## src/rtl/irqp_pkg.sv

```systemverilog
package irqp_pkg;
  typedef enum logic [2:0] {
    OP_ACCEPT  = 3'd0,
    OP_POLL    = 3'd1,
    OP_SET_CUR = 3'd2,
    OP_SET_IPI = 3'd3,
    OP_EOI     = 3'd4
  } irqp_op_e;
endpackage

```

## src/rtl/irqp_admit.sv

```systemverilog
module irqp_admit #(
  parameter int PRIO_W = 8
) (
  input  logic [PRIO_W-1:0] cur_prio,
  input  logic              busy,
  input  logic [PRIO_W-1:0] pend_prio,
  input  logic [PRIO_W-1:0] req_prio,
  output logic              take
);
  logic beats_threshold;
  logic beats_pending;

  always_comb begin
    beats_threshold = req_prio < cur_prio;
    beats_pending   = !busy || (req_prio < pend_prio);
    take            = beats_threshold && beats_pending;
  end
endmodule

```

## src/rtl/irqp_ipi_eval.sv

```systemverilog
module irqp_ipi_eval #(
  parameter int PRIO_W = 8
) (
  input  logic [PRIO_W-1:0] ipi_prio,
  input  logic [PRIO_W-1:0] cur_prio,
  input  logic              busy,
  input  logic [PRIO_W-1:0] pend_prio,
  output logic              fire
);
  logic held_off;

  always_comb begin
    held_off = busy && (pend_prio <= ipi_prio);
    fire     = (ipi_prio < cur_prio) && !held_off;
  end
endmodule

```

## src/rtl/irqp_notify.sv

```systemverilog
module irqp_notify #(
  parameter int SRC_W = 24
) (
  input  logic             clk,
  input  logic             rst,
  input  logic             rej_req,
  input  logic [SRC_W-1:0] rej_num,
  input  logic             resend_req,
  input  logic             eoi_req,
  input  logic [SRC_W-1:0] eoi_num,
  output logic             rej_valid,
  output logic [SRC_W-1:0] rej_src,
  output logic             resend_valid,
  output logic             eoi_valid,
  output logic [SRC_W-1:0] eoi_src
);
  always_ff @(posedge clk) begin
    if (rst) begin
      rej_valid    <= 1'b0;
      rej_src      <= '0;
      resend_valid <= 1'b0;
      eoi_valid    <= 1'b0;
      eoi_src      <= '0;
    end else begin
      rej_valid    <= rej_req;
      resend_valid <= resend_req;
      eoi_valid    <= eoi_req;
      if (rej_req) rej_src <= rej_num;
      if (eoi_req) eoi_src <= eoi_num;
    end
  end

  // no notification leaves the block in the cycle after reset
  p_reset_quiet_r2: assert property (@(posedge clk)
    rst |=> (!rej_valid && !resend_valid && !eoi_valid));
endmodule

```

## src/rtl/irq_presenter.sv

```systemverilog
module irq_presenter #(
  parameter int SRC_W   = 24,
  parameter int PRIO_W  = 8,
  parameter int IPI_SRC = 2
) (
  input  logic                      clk,
  input  logic                      rst,
  input  logic                      req_valid,
  input  logic [SRC_W-1:0]          req_src,
  input  logic [PRIO_W-1:0]         req_prio,
  input  logic                      op_valid,
  input  logic [2:0]                op_code,
  input  logic [SRC_W+PRIO_W-1:0]   op_data,
  output logic                      rd_valid,
  output logic [SRC_W+PRIO_W-1:0]   rd_data,
  output logic [PRIO_W-1:0]         rd_ipi_prio,
  output logic                      irq_out,
  output logic                      rej_valid,
  output logic [SRC_W-1:0]          rej_src,
  output logic                      resend_valid,
  output logic                      eoi_valid,
  output logic [SRC_W-1:0]          eoi_src
);
  import irqp_pkg::*;

  localparam int REG_W = SRC_W + PRIO_W;
  localparam logic [PRIO_W-1:0] LEAST = {PRIO_W{1'b1}};
  localparam logic [SRC_W-1:0]  IPI_NUM = SRC_W'(IPI_SRC);

  // presentation state
  logic [PRIO_W-1:0] cur_q, cur_n;
  logic [SRC_W-1:0]  src_q, src_n;
  logic [PRIO_W-1:0] pend_q, pend_n;
  logic [PRIO_W-1:0] ipi_q, ipi_n;
  logic              own_q, own_n;
  logic              irq_q, irq_n;

  // read port
  logic              rd_load;

  // notifications
  logic              rej_req, resend_req, eoi_req;
  logic [SRC_W-1:0]  rej_num, eoi_num;

  logic              busy;
  logic              take;
  logic              ipi_fire;
  logic [PRIO_W-1:0] ipi_probe;
  logic [PRIO_W-1:0] cur_probe;
  logic [PRIO_W-1:0] op_prio;
  irqp_op_e          op;

  assign busy    = (src_q != '0);
  assign op      = irqp_op_e'(op_code);
  assign op_prio = op_data[PRIO_W-1:0];

  irqp_admit #(.PRIO_W(PRIO_W)) u_admit (
    .cur_prio  (cur_q),
    .busy      (busy),
    .pend_prio (pend_q),
    .req_prio  (req_prio),
    .take      (take)
  );

  // IPI probe: the new value on a write, the stored value on a resend;
  // the threshold it is compared with is the one in force after the op.
  always_comb begin
    ipi_probe = ipi_q;
    cur_probe = cur_q;
    if (op_valid) begin
      case (op)
        OP_SET_IPI: ipi_probe = op_prio;
        OP_SET_CUR: cur_probe = op_prio;
        OP_EOI:     cur_probe = op_data[REG_W-1:SRC_W];
        default:    ;
      endcase
    end
  end

  irqp_ipi_eval #(.PRIO_W(PRIO_W)) u_ipi (
    .ipi_prio  (ipi_probe),
    .cur_prio  (cur_probe),
    .busy      (busy),
    .pend_prio (pend_q),
    .fire      (ipi_fire)
  );

  always_comb begin
    cur_n      = cur_q;
    src_n      = src_q;
    pend_n     = pend_q;
    ipi_n      = ipi_q;
    own_n      = own_q;
    irq_n      = irq_q;
    rd_load    = 1'b0;
    rej_req    = 1'b0;
    rej_num    = '0;
    resend_req = 1'b0;
    eoi_req    = 1'b0;
    eoi_num    = '0;

    if (req_valid) begin
      if (take) begin
        if (busy && own_q) begin
          rej_req = 1'b1;
          rej_num = src_q;
        end
        src_n  = req_src;
        pend_n = req_prio;
        own_n  = 1'b1;
        irq_n  = 1'b1;
      end else begin
        rej_req = 1'b1;
        rej_num = req_src;
      end
    end else if (op_valid) begin
      case (op)
        OP_ACCEPT: begin
          rd_load = 1'b1;
          cur_n   = pend_q;
          src_n   = '0;
          pend_n  = LEAST;
          own_n   = 1'b0;
          irq_n   = 1'b0;
        end
        OP_POLL: rd_load = 1'b1;
        OP_SET_CUR: begin
          cur_n = op_prio;
          if (op_prio < cur_q) begin
            if (busy && (op_prio <= pend_q)) begin
              src_n  = '0;
              pend_n = LEAST;
              own_n  = 1'b0;
              irq_n  = 1'b0;
              if (own_q) begin
                rej_req = 1'b1;
                rej_num = src_q;
              end
            end
          end else if (!busy) begin
            resend_req = 1'b1;
            if (ipi_fire) begin
              src_n  = IPI_NUM;
              pend_n = ipi_q;
              own_n  = 1'b0;
              irq_n  = 1'b1;
            end
          end
        end
        OP_SET_IPI: begin
          ipi_n = op_prio;
          if (ipi_fire) begin
            if (busy && own_q) begin
              rej_req = 1'b1;
              rej_num = src_q;
            end
            src_n  = IPI_NUM;
            pend_n = op_prio;
            own_n  = 1'b0;
            irq_n  = 1'b1;
          end
        end
        OP_EOI: begin
          cur_n   = op_data[REG_W-1:SRC_W];
          eoi_req = 1'b1;
          eoi_num = op_data[SRC_W-1:0];
          if (!busy) begin
            resend_req = 1'b1;
            if (ipi_fire) begin
              src_n  = IPI_NUM;
              pend_n = ipi_q;
              own_n  = 1'b0;
              irq_n  = 1'b1;
            end
          end
        end
        default: ;
      endcase
    end
  end

  always_ff @(posedge clk) begin
    if (rst) begin
      cur_q       <= '0;
      src_q       <= '0;
      pend_q      <= LEAST;
      ipi_q       <= LEAST;
      own_q       <= 1'b0;
      irq_q       <= 1'b0;
      rd_valid    <= 1'b0;
      rd_data     <= '0;
      rd_ipi_prio <= LEAST;
    end else begin
      cur_q    <= cur_n;
      src_q    <= src_n;
      pend_q   <= pend_n;
      ipi_q    <= ipi_n;
      own_q    <= own_n;
      irq_q    <= irq_n;
      rd_valid <= rd_load;
      if (rd_load) begin
        rd_data     <= {cur_q, src_q};
        rd_ipi_prio <= ipi_q;
      end
    end
  end

  assign irq_out = irq_q;

  irqp_notify #(.SRC_W(SRC_W)) u_notify (
    .clk          (clk),
    .rst          (rst),
    .rej_req      (rej_req),
    .rej_num      (rej_num),
    .resend_req   (resend_req),
    .eoi_req      (eoi_req),
    .eoi_num      (eoi_num),
    .rej_valid    (rej_valid),
    .rej_src      (rej_src),
    .resend_valid (resend_valid),
    .eoi_valid    (eoi_valid),
    .eoi_src      (eoi_src)
  );

  // usage rules on the request port
  p_inputs_exclusive_r3: assert property (@(posedge clk) disable iff (rst)
    !(req_valid && op_valid));
  p_src_nonzero_r3: assert property (@(posedge clk) disable iff (rst)
    req_valid |-> (req_src != '0));

  // the line follows the presence of an offered source
  p_irq_tracks_src_r4: assert property (@(posedge clk) disable iff (rst)
    irq_q == (src_q != '0));
  // a taken request becomes the offered source
  p_take_loads_r4: assert property (@(posedge clk) disable iff (rst)
    (req_valid && take) |=> (irq_q && src_q == $past(req_src)));

  // with nothing offered the offered priority is the least favored
  p_idle_pend_least_r5: assert property (@(posedge clk) disable iff (rst)
    (src_q == '0) |-> (pend_q == LEAST));
  // accept lowers the line and empties the source field
  p_accept_lowers_r5: assert property (@(posedge clk) disable iff (rst)
    (op_valid && !req_valid && op == OP_ACCEPT) |=> (!irq_q && src_q == '0));

  // an IPI write below the threshold with nothing offered loads the IPI
  p_ipi_load_r8: assert property (@(posedge clk) disable iff (rst)
    (op_valid && !req_valid && op == OP_SET_IPI && !busy && op_prio < cur_q)
    |=> (src_q == IPI_NUM && irq_q));
endmodule

```

## config.mk

```make
export PLATFORM = sky130hd
export DESIGN_NAME = irq_presenter
export DESIGN_NICKNAME = d
export VERILOG_FILES = /design/src/rtl/irqp_pkg.sv /design/src/rtl/irqp_admit.sv /design/src/rtl/irqp_ipi_eval.sv /design/src/rtl/irqp_notify.sv /design/src/rtl/irq_presenter.sv
export SDC_FILE = /design/constraint.sdc
export NUM_CORES = 1
export LEC_CHECK = 0
export ABC_AREA = 1
export BUFFER_PORTS_ARGS = -buffer_cell sky130_fd_sc_hd__buf_2
export CAP_MARGIN = 0
export CORE_ASPECT_RATIO = 0.7
export CORE_MARGIN = 1
export CORE_UTILIZATION = 57
export CTS_CLUSTER_SIZE = 10
export DETAILED_ROUTE_END_ITERATION = 10
export PLACE_DENSITY = 0.9
export SYNTH_ARGS = -nofsm -noshare
export SYNTH_HDL_FRONTEND = slang
export SYNTH_HIERARCHICAL = 1
export SYNTH_SLANG_ARGS = --single-unit
```

## constraint.sdc

```tcl
create_clock -name clk -period 3.5 [get_ports clk]
set_input_delay 0.175 -clock clk [delete_from_list [all_inputs] [get_ports clk]]
set_output_delay 0.175 -clock clk [all_outputs]
set_load 0.05 [all_outputs]
```

[Word-level counts from Yosys, hierarchy flattened]
Index checks and enable logic that the tools add are counted.
Widths: inputs -> output; s select.
Cells by class
  magnitude comparators: 6
  eq/ne operators: 7
  muxes and demuxes: 66
  bitwise gates (word level): 2
  reduce and logical (&&, ||, !) cells: 18
Operators by type and width (count)
  $mux 24: 18
  $pmux 24 s4: 1
  $mux 8: 11
  $pmux 24 s2: 1
  $lt 8x8->1: 4
  $pmux 8 s4: 1
  $mux 1: 28
  $pmux 8 s3: 1
  $reduce_bool 24->1: 1
  $le 8x8->1: 2
  $pmux 8 s2: 1
  $pmux 1 s4: 2
  $eq 3x2->1 const B: 2
  $logic_and 1x1->1: 5
  $reduce_and 5->1: 1
  $reduce_bool 5->1: 1
  $ne 4x4->1 const B: 1
  $pmux 1 s2: 2
  $reduce_and 4->1: 1
  $eq 3x1->1 const B: 1
  $eq 3x3->1 const B: 1
  $logic_not 3->1: 1
  $ne 3x3->1 const B: 1
  $reduce_and 3->1: 1
  8 further kinds: 10
Word-level totals
  flip-flop bits (word level): 142
  input bits: 71
  output and inout bits: 93
  word-level logic and storage cells: 113

[Longest topological paths before layout]
Gate-level depths: netlist of the first run.
  depth after elaboration: 13
  gate-level depth with buffers: 27

[Hierarchy]
The synthesis of the first run kept the hierarchy.
Modules (own cells, without submodules)
  irq_presenter: instances 1, cells an instance 969, area an instance 5825.6 um2, sequential area each 1821.7 um2
  irqp_notify: instances 1, cells an instance 313, area an instance 2047.0 um2, sequential area each 1021.0 um2
  irqp_ipi_eval: instances 1, cells an instance 71, area an instance 419.2 um2, sequential area each 0.0 um2
  irqp_admit: instances 1, cells an instance 66, area an instance 390.4 um2, sequential area each 0.0 um2

[Worst setup path after synthesis of the first run]
OpenSTA, ideal clock, no wires.
  path kind: input to register
  start point: input port op_code[0]
  end point: register u_notify.rej_src[10]
  library setup time: 0.115 ns
  arrival time: 2.754 ns
  slack: 0.631 ns
  stages: 19
  cells stage by stage: nor3_4 > nor2_1 > buf_2 > nor2_1 > o21ai_0 > inv_1 > ha_1 > a21oi_1 > nor2_1 > nor3_1 > nand2_1 > a21oi_2 > nand3_1 > o21ai_2 > a21o_1 > clkbuf_1 > nand2_1 > nand2_1 > nor2_1
On the way
  elaborated cells between the ends (all ways): 20
  those cells by class: order compare (2); eq/ne (3); mux (12); reduce/logical (3)
RTL lines
  start: declaration: RTL line irq_presenter.sv:12  | input logic [2:0] op_code,
  $eq 3x3->1 / $eq 3x2->1 (equally long branches): RTL line irq_presenter.sv:71  | case (op)
  $pmux 8 s2 (*): RTL line irq_presenter.sv:71
  $mux 8 (*): RTL line irq_presenter.sv:70  | if (op_valid) begin
  net cur_probe[5]: RTL line irq_presenter.sv:49  | logic [PRIO_W-1:0] cur_probe;
  $lt 8x8->1 (*): RTL line irqp_ipi_eval.sv:14  | fire = (ipi_prio < cur_prio) && !held_off;
  $logic_and 1x1->1 (*): RTL line irqp_ipi_eval.sv:14
  net ipi_fire: RTL line irq_presenter.sv:47  | logic ipi_fire;
  $mux 1 (*): RTL line irq_presenter.sv:152  | if (ipi_fire) begin
  $pmux 1 s2 (*): RTL line irq_presenter.sv:117  | case (op)
  $mux 1 (*): RTL line irq_presenter.sv:116  | end else if (op_valid) begin
  $mux 1 (*): RTL line irq_presenter.sv:102  | if (req_valid) begin
  net rej_req: RTL line irq_presenter.sv:42  | logic rej_req, resend_req, eoi_req;
  end signal: assignment: RTL line irqp_notify.sv:28  | if (rej_req) rej_src <= rej_num;
  end: declaration: RTL line irqp_notify.sv:12  | output logic [SRC_W-1:0] rej_src,
The timed path passes the listed nets; every way through them passes the cells marked *.
A chain may end at the register's enable or synchronous reset.

[Final worst setup path of the first run]
  start point: register ipi_q[7]
  end point: register u_notify.rej_src[17]
On the way
  cells in the longest elaborated chain, start to end: 10
  elaborated cells between the ends (all ways): 15
  those cells by class: order compare (2); mux (10); reduce/logical (3)
Ends and longest elaborated chain
  start: declaration: RTL line irq_presenter.sv:34  | logic [PRIO_W-1:0] ipi_q, ipi_n;
  start signal: assignment: RTL line irq_presenter.sv:197  | ipi_q <= ipi_n;
  $mux 8: RTL line irq_presenter.sv:71
  $mux 8 (*): RTL line irq_presenter.sv:70
  net ipi_probe[7]: RTL line irq_presenter.sv:48  | logic [PRIO_W-1:0] ipi_probe;
  $le 8x8->1: RTL line irqp_ipi_eval.sv:13  | held_off = busy && (pend_prio <= ipi_prio);
  $logic_and 1x1->1: RTL line irqp_ipi_eval.sv:13
  $logic_not 1->1: RTL line irqp_ipi_eval.sv:14
  $logic_and 1x1->1 (*): RTL line irqp_ipi_eval.sv:14
  net ipi_fire: RTL line irq_presenter.sv:47
  $mux 24 (*): RTL line irq_presenter.sv:152
  $pmux 24 s2 (*): RTL line irq_presenter.sv:117
  $mux 24 (*): RTL line irq_presenter.sv:116
  $mux 24 (*): RTL line irq_presenter.sv:102
  net rej_num[17]: RTL line irq_presenter.sv:43  | logic [SRC_W-1:0] rej_num, eoi_num;
Marks and branches as above.

==> results of run 1 <==
==> sequential cells by signal, indices dropped and copies added (netlist names) <==
register / flops
rd_data: 32
src_q: 24
u_notify/eoi_src: 24
u_notify/rej_src: 24
cur_q: 8
ipi_q: 8
pend_q: 8
rd_ipi_prio: 8
irq_out: 1
own_q: 1
rd_valid: 1
u_notify/eoi_valid: 1
u_notify/rej_valid: 1
u_notify/resend_valid: 1
==> metrics by stage <==
stage                     instance area, sq um  setup WS (ns)  utilization (%)  cells  hold WS (ns)
after floorplan                           8680          0.631                -   1419         0.246
after global placement                    9520          0.279             64.5   1725         0.452
after detailed placement                  9520          0.217             64.5   1725         0.461
after CTS                                10100          0.539             68.4   1757        0.0842
after global routing                     10100          0.189             68.4   1757         0.130
final                                    10100          0.449             68.4   1757        0.0963
==> layer usage <==
metal | share of wire [%] | wire length, um | up-vias | track usage, %
met5 | 0 | 0 | - | 0
met4 | 2.7 | 700 | 0 | 12.8
met3 | 13 | 3410 | 79 | 10.8
li1 | - | - | 4700 | -
met1 | 43 | 11400 | 4147 | 47.4
met2 | 41 | 10800 | 539 | 51.1
==> critical path, cell delays in order, from the launching register on <==
cell     delay, ns
dfxtp_1       0.33
inv_1         0.09
o21ai_0       0.46
inv_1         0.10
ha_1          0.31
nand2_1       0.10
nor2_2        0.13
nand2_1       0.06
nand2_1       0.05
nand2_1       0.05
a21oi_2       0.25
nand3_1       0.16
o21ai_2       0.10
buf_4         0.30
nand3_1       0.13
nand3_1       0.11
inv_1         0.05
nand2_1       0.05
nand2_1       0.05
nor2_1        0.11
==> final cells by class <==
type	instances	area [sq um]	area share, %
clock buffer	20	457	4.52
clock inverter	12	123	1.21
inverter	172	647	6.40
multi-input combinational	1033	4820	47.7
sequential	142	2840	28.1
tap	195	244	2.42
timing repair buffer	183	966	9.56
==> cell usage in the layout (no fill, tap or decap), types with 2 or more instances in the layout <==
master	instances
o21ai_0	99
inv_6	6
clkbuf_16	17
nor3_4	2
a21o_1	2
buf_4	20
clkinvlp_4	3
ha_1	44
a21oi_1	52
buf_2	163
inv_1	160
nor3_1	3
nor2_1	285
clkinv_4	2
nand2_4	2
nor2_2	3
o21ai_1	3
nor2_4	4
clkbuf_8	2
o22ai_1	2
nand2_1	363
a21oi_2	4
nand4_1	4
dfxtp_1	142
inv_2	10
nand2_2	2
o211ai_1	8
nand3_1	145
o21a_1	2
==> report_power, final <==
group	leakage [nW]	internal [mW]	total, mW	switching (mW)
clock	0.275	1.03	1.79	0.759
sequential	1.16	1.73	1.87	0.139
combinational	3.95	0.339	1.14	0.800
==> worst paths after layout <==
check	start	to	slack, ns	cells after the start
setup / recovery	ipi_q[7]$_SDFFE_PP1N_	u_notify/rej_src[17]$_SDFFE_PP0P_	0.45	19
hold / removal	req_src[12]	src_q[12]$_SDFFE_PP0P_	0.1	5
setup reg to reg	ipi_q[7]$_SDFFE_PP1N_	u_notify/rej_src[17]$_SDFFE_PP0P_	0.45	19
hold reg to reg	rd_ipi_prio[7]$_SDFFE_PP1P_	rd_ipi_prio[7]$_SDFFE_PP1P_	0.47	2
==> logic make-up (layout without fill, tap and decap cells) <==
logic type               after synthesis  count (layout)
AO/OA/AOI/OAI                        174             174
buffers and inverters                244             387
AND/OR/NAND/NOR                      815             815
flip-flops                           142             142
adder cells (fa/ha/maj)               44              44
==> impl_metrics.py, run 1 <==
metrics = {
    "run_status": {
        "status": "finished clean",
    },
    "final_layout": {
        "drive_gt1_share_pct": 15.7,
        "nFillCells": 1327,
        "syn2layout_area_growth_pct": 16.3,
        "diodes": 0,
        "nets": 1664,
    },
    "place": {
        "hpwl_um": 18500,
        "place_congestion": 1.00,
        "portBuffers": 163,
    },
    "sta": {
        "fmax_mhz": 328,
        "setup_violations": 0,
        "fin_skew_ns": 0.0116,
        "period_needed_ns": 3.05,
        "fin_tns_setup_ns": 0,
        "final.period_utilization_pct": 87.2,
        "relSlewSlack_pct": 21.1,
        "drv_slew": 0,
        "rsz0062_at_grt": "false",
        "final_hold_viol_count": 0,
        "tightest_slew_ns": 1.18,
    },
    "synth": {
        "synth_top_area_cell": "dfxtp_1",
        "synthArstFlopShare_pct": 0,
        "synth_most_common_cell": "nand2_1",
        "synth_edf_count": 0,
        "synthSimpleGateAreaFrac_pct": 38.4,
        "synth.area.top_cells": "dfxtp_1, nand2_1, nor2_1, nand3_1, inv_1",
        "yosysUniqueCellTypes": 33,
        "synth_mux_area_share_pct": 0,
        "syn_area_per_cell_sq_um": 6.12,
        "synth_top_family_by_area": "simple AND/OR/NAND/NOR gates",
        "yosys-top-cells-count": "nand2_1, nor2_1, inv_1",
        "synthCells": 1419,
        "ys.flop_type": "dfxtp_1",
        "syn_nets": 1534,
        "ys_seq_area_share_pct": 32.7,
        "synth_compound_area_share_pct": 10.7,
        "synth_xor_area_share_pct": 0,
        "yosys.area.top_type_share_pct": 32.7,
        "synthAdderAreaFrac_pct": 6.34,
        "ys_warn_count": 6,
        "synthesis.area_sq_um": 8680,
        "ys_ff_latch": 142,
    },
    "floorplanning": {
        "start_util_pct": 58.8,
        "pin_count": 164,
        "die_w_um": 150,
        "std_cell_rows": 37,
        "die_h_um": 105,
        "coreArea_sq_um": 14800,
        "dieArea_sq_um": 15700,
    },
    "cts": {
        "postCtsSetupBuffers": 0,
        "clk_pin_slew_ns": 0.06,
        "cts_tree": "built",
        "cts_made_buffers": 17,
        "ctsHtreeMaxLevel": 4,
        "cts_sinks": 142,
        "clk_latency_ns": 0.42,
        "postCtsHoldBufs": 0,
        "cts-resized-gates": 0,
        "cts_buffer_depth": 2,
        "cts_root_buffer": "clkbuf_16",
    },
    "power_and_ir_drop": {
        "finalPower_mw": 4.80,
        "p_leak_nw": 5.39,
        "peakVddDrop_mv": 0.311,
        "p_per_area_nw_per_um2": 475,
    },
    "global_route": {
        "antenna_found_initial": 0,
        "grt_pass1_vias": 8892,
        "grt_max_degree": 82,
        "grt_overflow_total": 0,
        "grt_pass1_wl_um": 43400,
        "grt_usage_pct": 34.8,
    },
    "route": {
        "firstDrtPassIters": 6,
        "via_per_inst": 5.39,
        "antenna_left": 0,
        "routed_wl_um": 26400,
        "vias": 9465,
        "wire_per_inst_um": 15.0,
        "first_iter_violations": 1143,
        "drc_errors": 0,
    },
    "critical_path": {
        "endpoint_kind": "flop",
        "worstSetupPathType": "reg -> reg",
        "critPathLaunchType": "flop",
        "crit_fanout": 23,
        "critPathArrivalTime_ns": 3.41,
        "crit_required_ns": 3.86,
    },
    "job": {
        "cap_violations": 0,
    },
    "worst_hold_path": {
        "hold_class": "in -> reg",
    },
}
(Power assumes the default switching activity.)
==> run 2, diff against run 1 <==
--- a/config.mk
+++ b/config.mk
@@ -10,10 +10,11 @@
 export CAP_MARGIN = 0
 export CORE_ASPECT_RATIO = 0.7
 export CORE_MARGIN = 1
-export CORE_UTILIZATION = 57
+export CORE_UTILIZATION = 58
+export CTS_BUF_LIST = sky130_fd_sc_hd__clkbuf_8
 export CTS_CLUSTER_SIZE = 10
 export DETAILED_ROUTE_END_ITERATION = 10
-export PLACE_DENSITY = 0.9
+export PLACE_DENSITY = 0.91
 export SYNTH_ARGS = -nofsm -noshare
 export SYNTH_HDL_FRONTEND = slang
 export SYNTH_HIERARCHICAL = 1
==> constraint.sdc (replaced) <==
create_clock -name clk -period 3.5 [get_ports clk]
set_input_delay 0.175 -clock clk [delete_from_list [all_inputs] [get_ports clk]]
set_output_delay 0.175 -clock clk [all_outputs]
set_load 0.02 [all_outputs]
==> run 2 against run 1 <==
  * Combinational power decreased by 9.6%
  * Highest routed layer unchanged
  * Hold slack got worse by 0.050 ns
  * Sequential share of layout area increased by 0.47 points
  * Power decreased by 11%
==> impl_metrics.py, run 2 (synthesized netlist as in run 1, its figures left out) <==
metrics = {
    "cts": {
        "clk_latency_ns": 0.47,
        "cts-resized-gates": 0,
        "ctsHtreeMaxLevel": 4,
        "postCtsHoldBufs": 0,
        "cts_sinks": 142,
        "cts_tree": "built",
        "cts_buffer_depth": 2,
        "cts_made_buffers": 17,
        "clk_pin_slew_ns": 0.09,
        "cts_root_buffer": "clkbuf_8",
        "postCtsSetupBuffers": 0,
    },
    "critical_path": {
        "crit_required_ns": 3.89,
        "critPathArrivalTime_ns": 3.38,
        "critPathLaunchType": "flop",
        "slowest_delay_ns": 0.54,
        "crit_fanout": 23,
        "setup.worst_path.start": "ipi_q[6]$_SDFFE_PP1N_",
        "endpoint_kind": "flop",
        "worstSetupPathType": "reg -> reg",
        "worstPathCellList": "inv_1 -> o21ai_0 -> inv_1 -> ha_1 -> nand2_1 -> nor2_2 -> nand2_1 -> nand2_1 -> nand2_1 -> a21oi_2 -> nand3_1 -> o21ai_2 -> buf_4 -> nand3_1 -> nand3_1 -> inv_1 -> nand2_1 -> nand2_1 -> nor2_1",
        "critPathSlowestCell": "o21ai_0",
        "r2r-start": "ipi_q[6]$_SDFFE_PP1N_",
        "path_common_cell": "nand2_1",
    },
    "global_route": {
        "grt_pass1_vias": 8488,
        "grt_max_degree": 82,
        "grt_usage_pct": 34.3,
        "antenna_found_initial": 0,
        "grt_pass1_wl_um": 42200,
        "grt_overflow_total": 0,
    },
    "route": {
        "via_per_inst": 5.44,
        "antenna_left": 0,
        "firstDrtPassIters": 6,
        "first_iter_violations": 1051,
        "drc_errors": 0,
        "wire_per_inst_um": 14.9,
        "vias": 9554,
        "routed_wl_um": 26100,
    },
    "final_layout": {
        "nFillCells": 1326,
        "largest_reg_flops": 32,
        "diodes": 0,
        "nets": 1663,
        "drive_gt1_share_pct": 15.7,
        "syn2layout_area_growth_pct": 14.4,
        "largest_register": "rd_data",
        "final_cell_mix": "nand2_1, nor2_1, buf_2",
        "layout.cells.non_filler": 1756,
        "layout_commonest_cell": "nand2_1",
    },
    "floorplanning": {
        "die_h_um": 104,
        "start_util_pct": 59.2,
        "coreArea_sq_um": 14700,
        "die_w_um": 148,
        "std_cell_rows": 37,
        "pin_count": 164,
        "dieArea_sq_um": 15500,
    },
    "sta": {
        "final.period_utilization_pct": 85.5,
        "relSlewSlack_pct": 20.3,
        "tightest_slew_ns": 1.19,
        "fin_skew_ns": 0.0143,
        "rsz0062_at_grt": "false",
        "fin_tns_setup_ns": 0,
        "final_hold_viol_count": 0,
        "period_needed_ns": 2.99,
        "drv_slew": 0,
        "setup_violations": 0,
        "fmax_mhz": 334,
    },
    "place": {
        "placed_cells": 1724,
        "place_congestion": 0.980,
        "portBuffers": 163,
        "hpwl_um": 18300,
    },
    "power_and_ir_drop": {
        "finalPower_mw": 4.27,
        "peakVddDrop_mv": 0.273,
        "p_leak_nw": 5.31,
        "p_per_area_nw_per_um2": 429,
    },
    "run_status": {
        "status": "finished clean",
    },
    "worst_hold_path": {
        "hold_class": "in -> reg",
        "min_from": "req_src[15]",
    },
    "job": {
        "cap_violations": 0,
    },
}
==> run 2: cell types whose count changed in the layout (fill, tap and decap cells not counted), sizes merged <==
cell    previous run  this run
clkbuf            20        18
buf              183       182
bufinv             1         2
clkinv             4         5
==> run 2: stage by stage <==
| step | hold slack (ns) | worst slack, ns | cell area [sq um] | util [%] |
|---|---|---|---|---|
| 3_5_place_dp | 0.459 | 0.285 | 9530 | 64.9 |
| 6_report | 0.0460 | 0.507 | 9930 | 67.7 |
| 3_3_place_gp | 0.450 | 0.298 | 9530 | 64.9 |
| 4_1_cts | 0.0466 | 0.645 | 9930 | 67.7 |
| 2_1_floorplan | 0.246 | 0.633 | 8680 | - |
| 5_1_grt | 0.0576 | 0.236 | 9930 | 67.7 |
==> run 2: final timing paths <==
kind                                                     endpoint  slack [ns]  cells after the start
worst min-delay path                       src_q[15]$_SDFFE_PP0P_        0.05                      5
worst min register to register  u_notify/rej_src[12]$_SDFFE_PP0P_        0.47                      2
worst max register to register  u_notify/rej_src[13]$_SDFFE_PP0P_        0.51                     19
worst max-delay path            u_notify/rej_src[13]$_SDFFE_PP0P_        0.51                     19
==> run 2: critical path, delay by kind of cell (launching register included) <==
kind | cells | cell delay (ns)
simple gates | 11 | 1.00
compound gates | 3 | 0.77
buf+inv | 4 | 0.53
flops | 1 | 0.32
fa+ha+maj | 1 | 0.30
==> run 2: report_power, final <==
part	internal, mW	total (mW)	switching, mW
Sequential	1.73	1.85	0.127
Clock	0.666	1.39	0.720
Combinational	0.343	1.03	0.682
Total	2.74	4.27	1.53
==> run 2: layout make-up <==
cell class | count | area, sq um | share of cell area (%)
Multi-Input combinational cell | 1033 | 4820 | 48.5
Sequential cell | 142 | 2840 | 28.6
Timing Repair Buffer | 182 | 971 | 9.77
Inverter | 172 | 647 | 6.51
Clock buffer | 18 | 248 | 2.49
Tap cell | 195 | 244 | 2.46
Clock inverter | 14 | 159 | 1.60
==> run 2: metal layers <==
layer / wire length, um / vias up / track usage, %
li1: - / 4697 / -
met1: 11600 / 4283 / 48.3
met2: 10800 / 519 / 50.5
met3: 3130 / 55 / 9.08
met4: 507 / 0 / 11.3
met5: 0 / - / 0
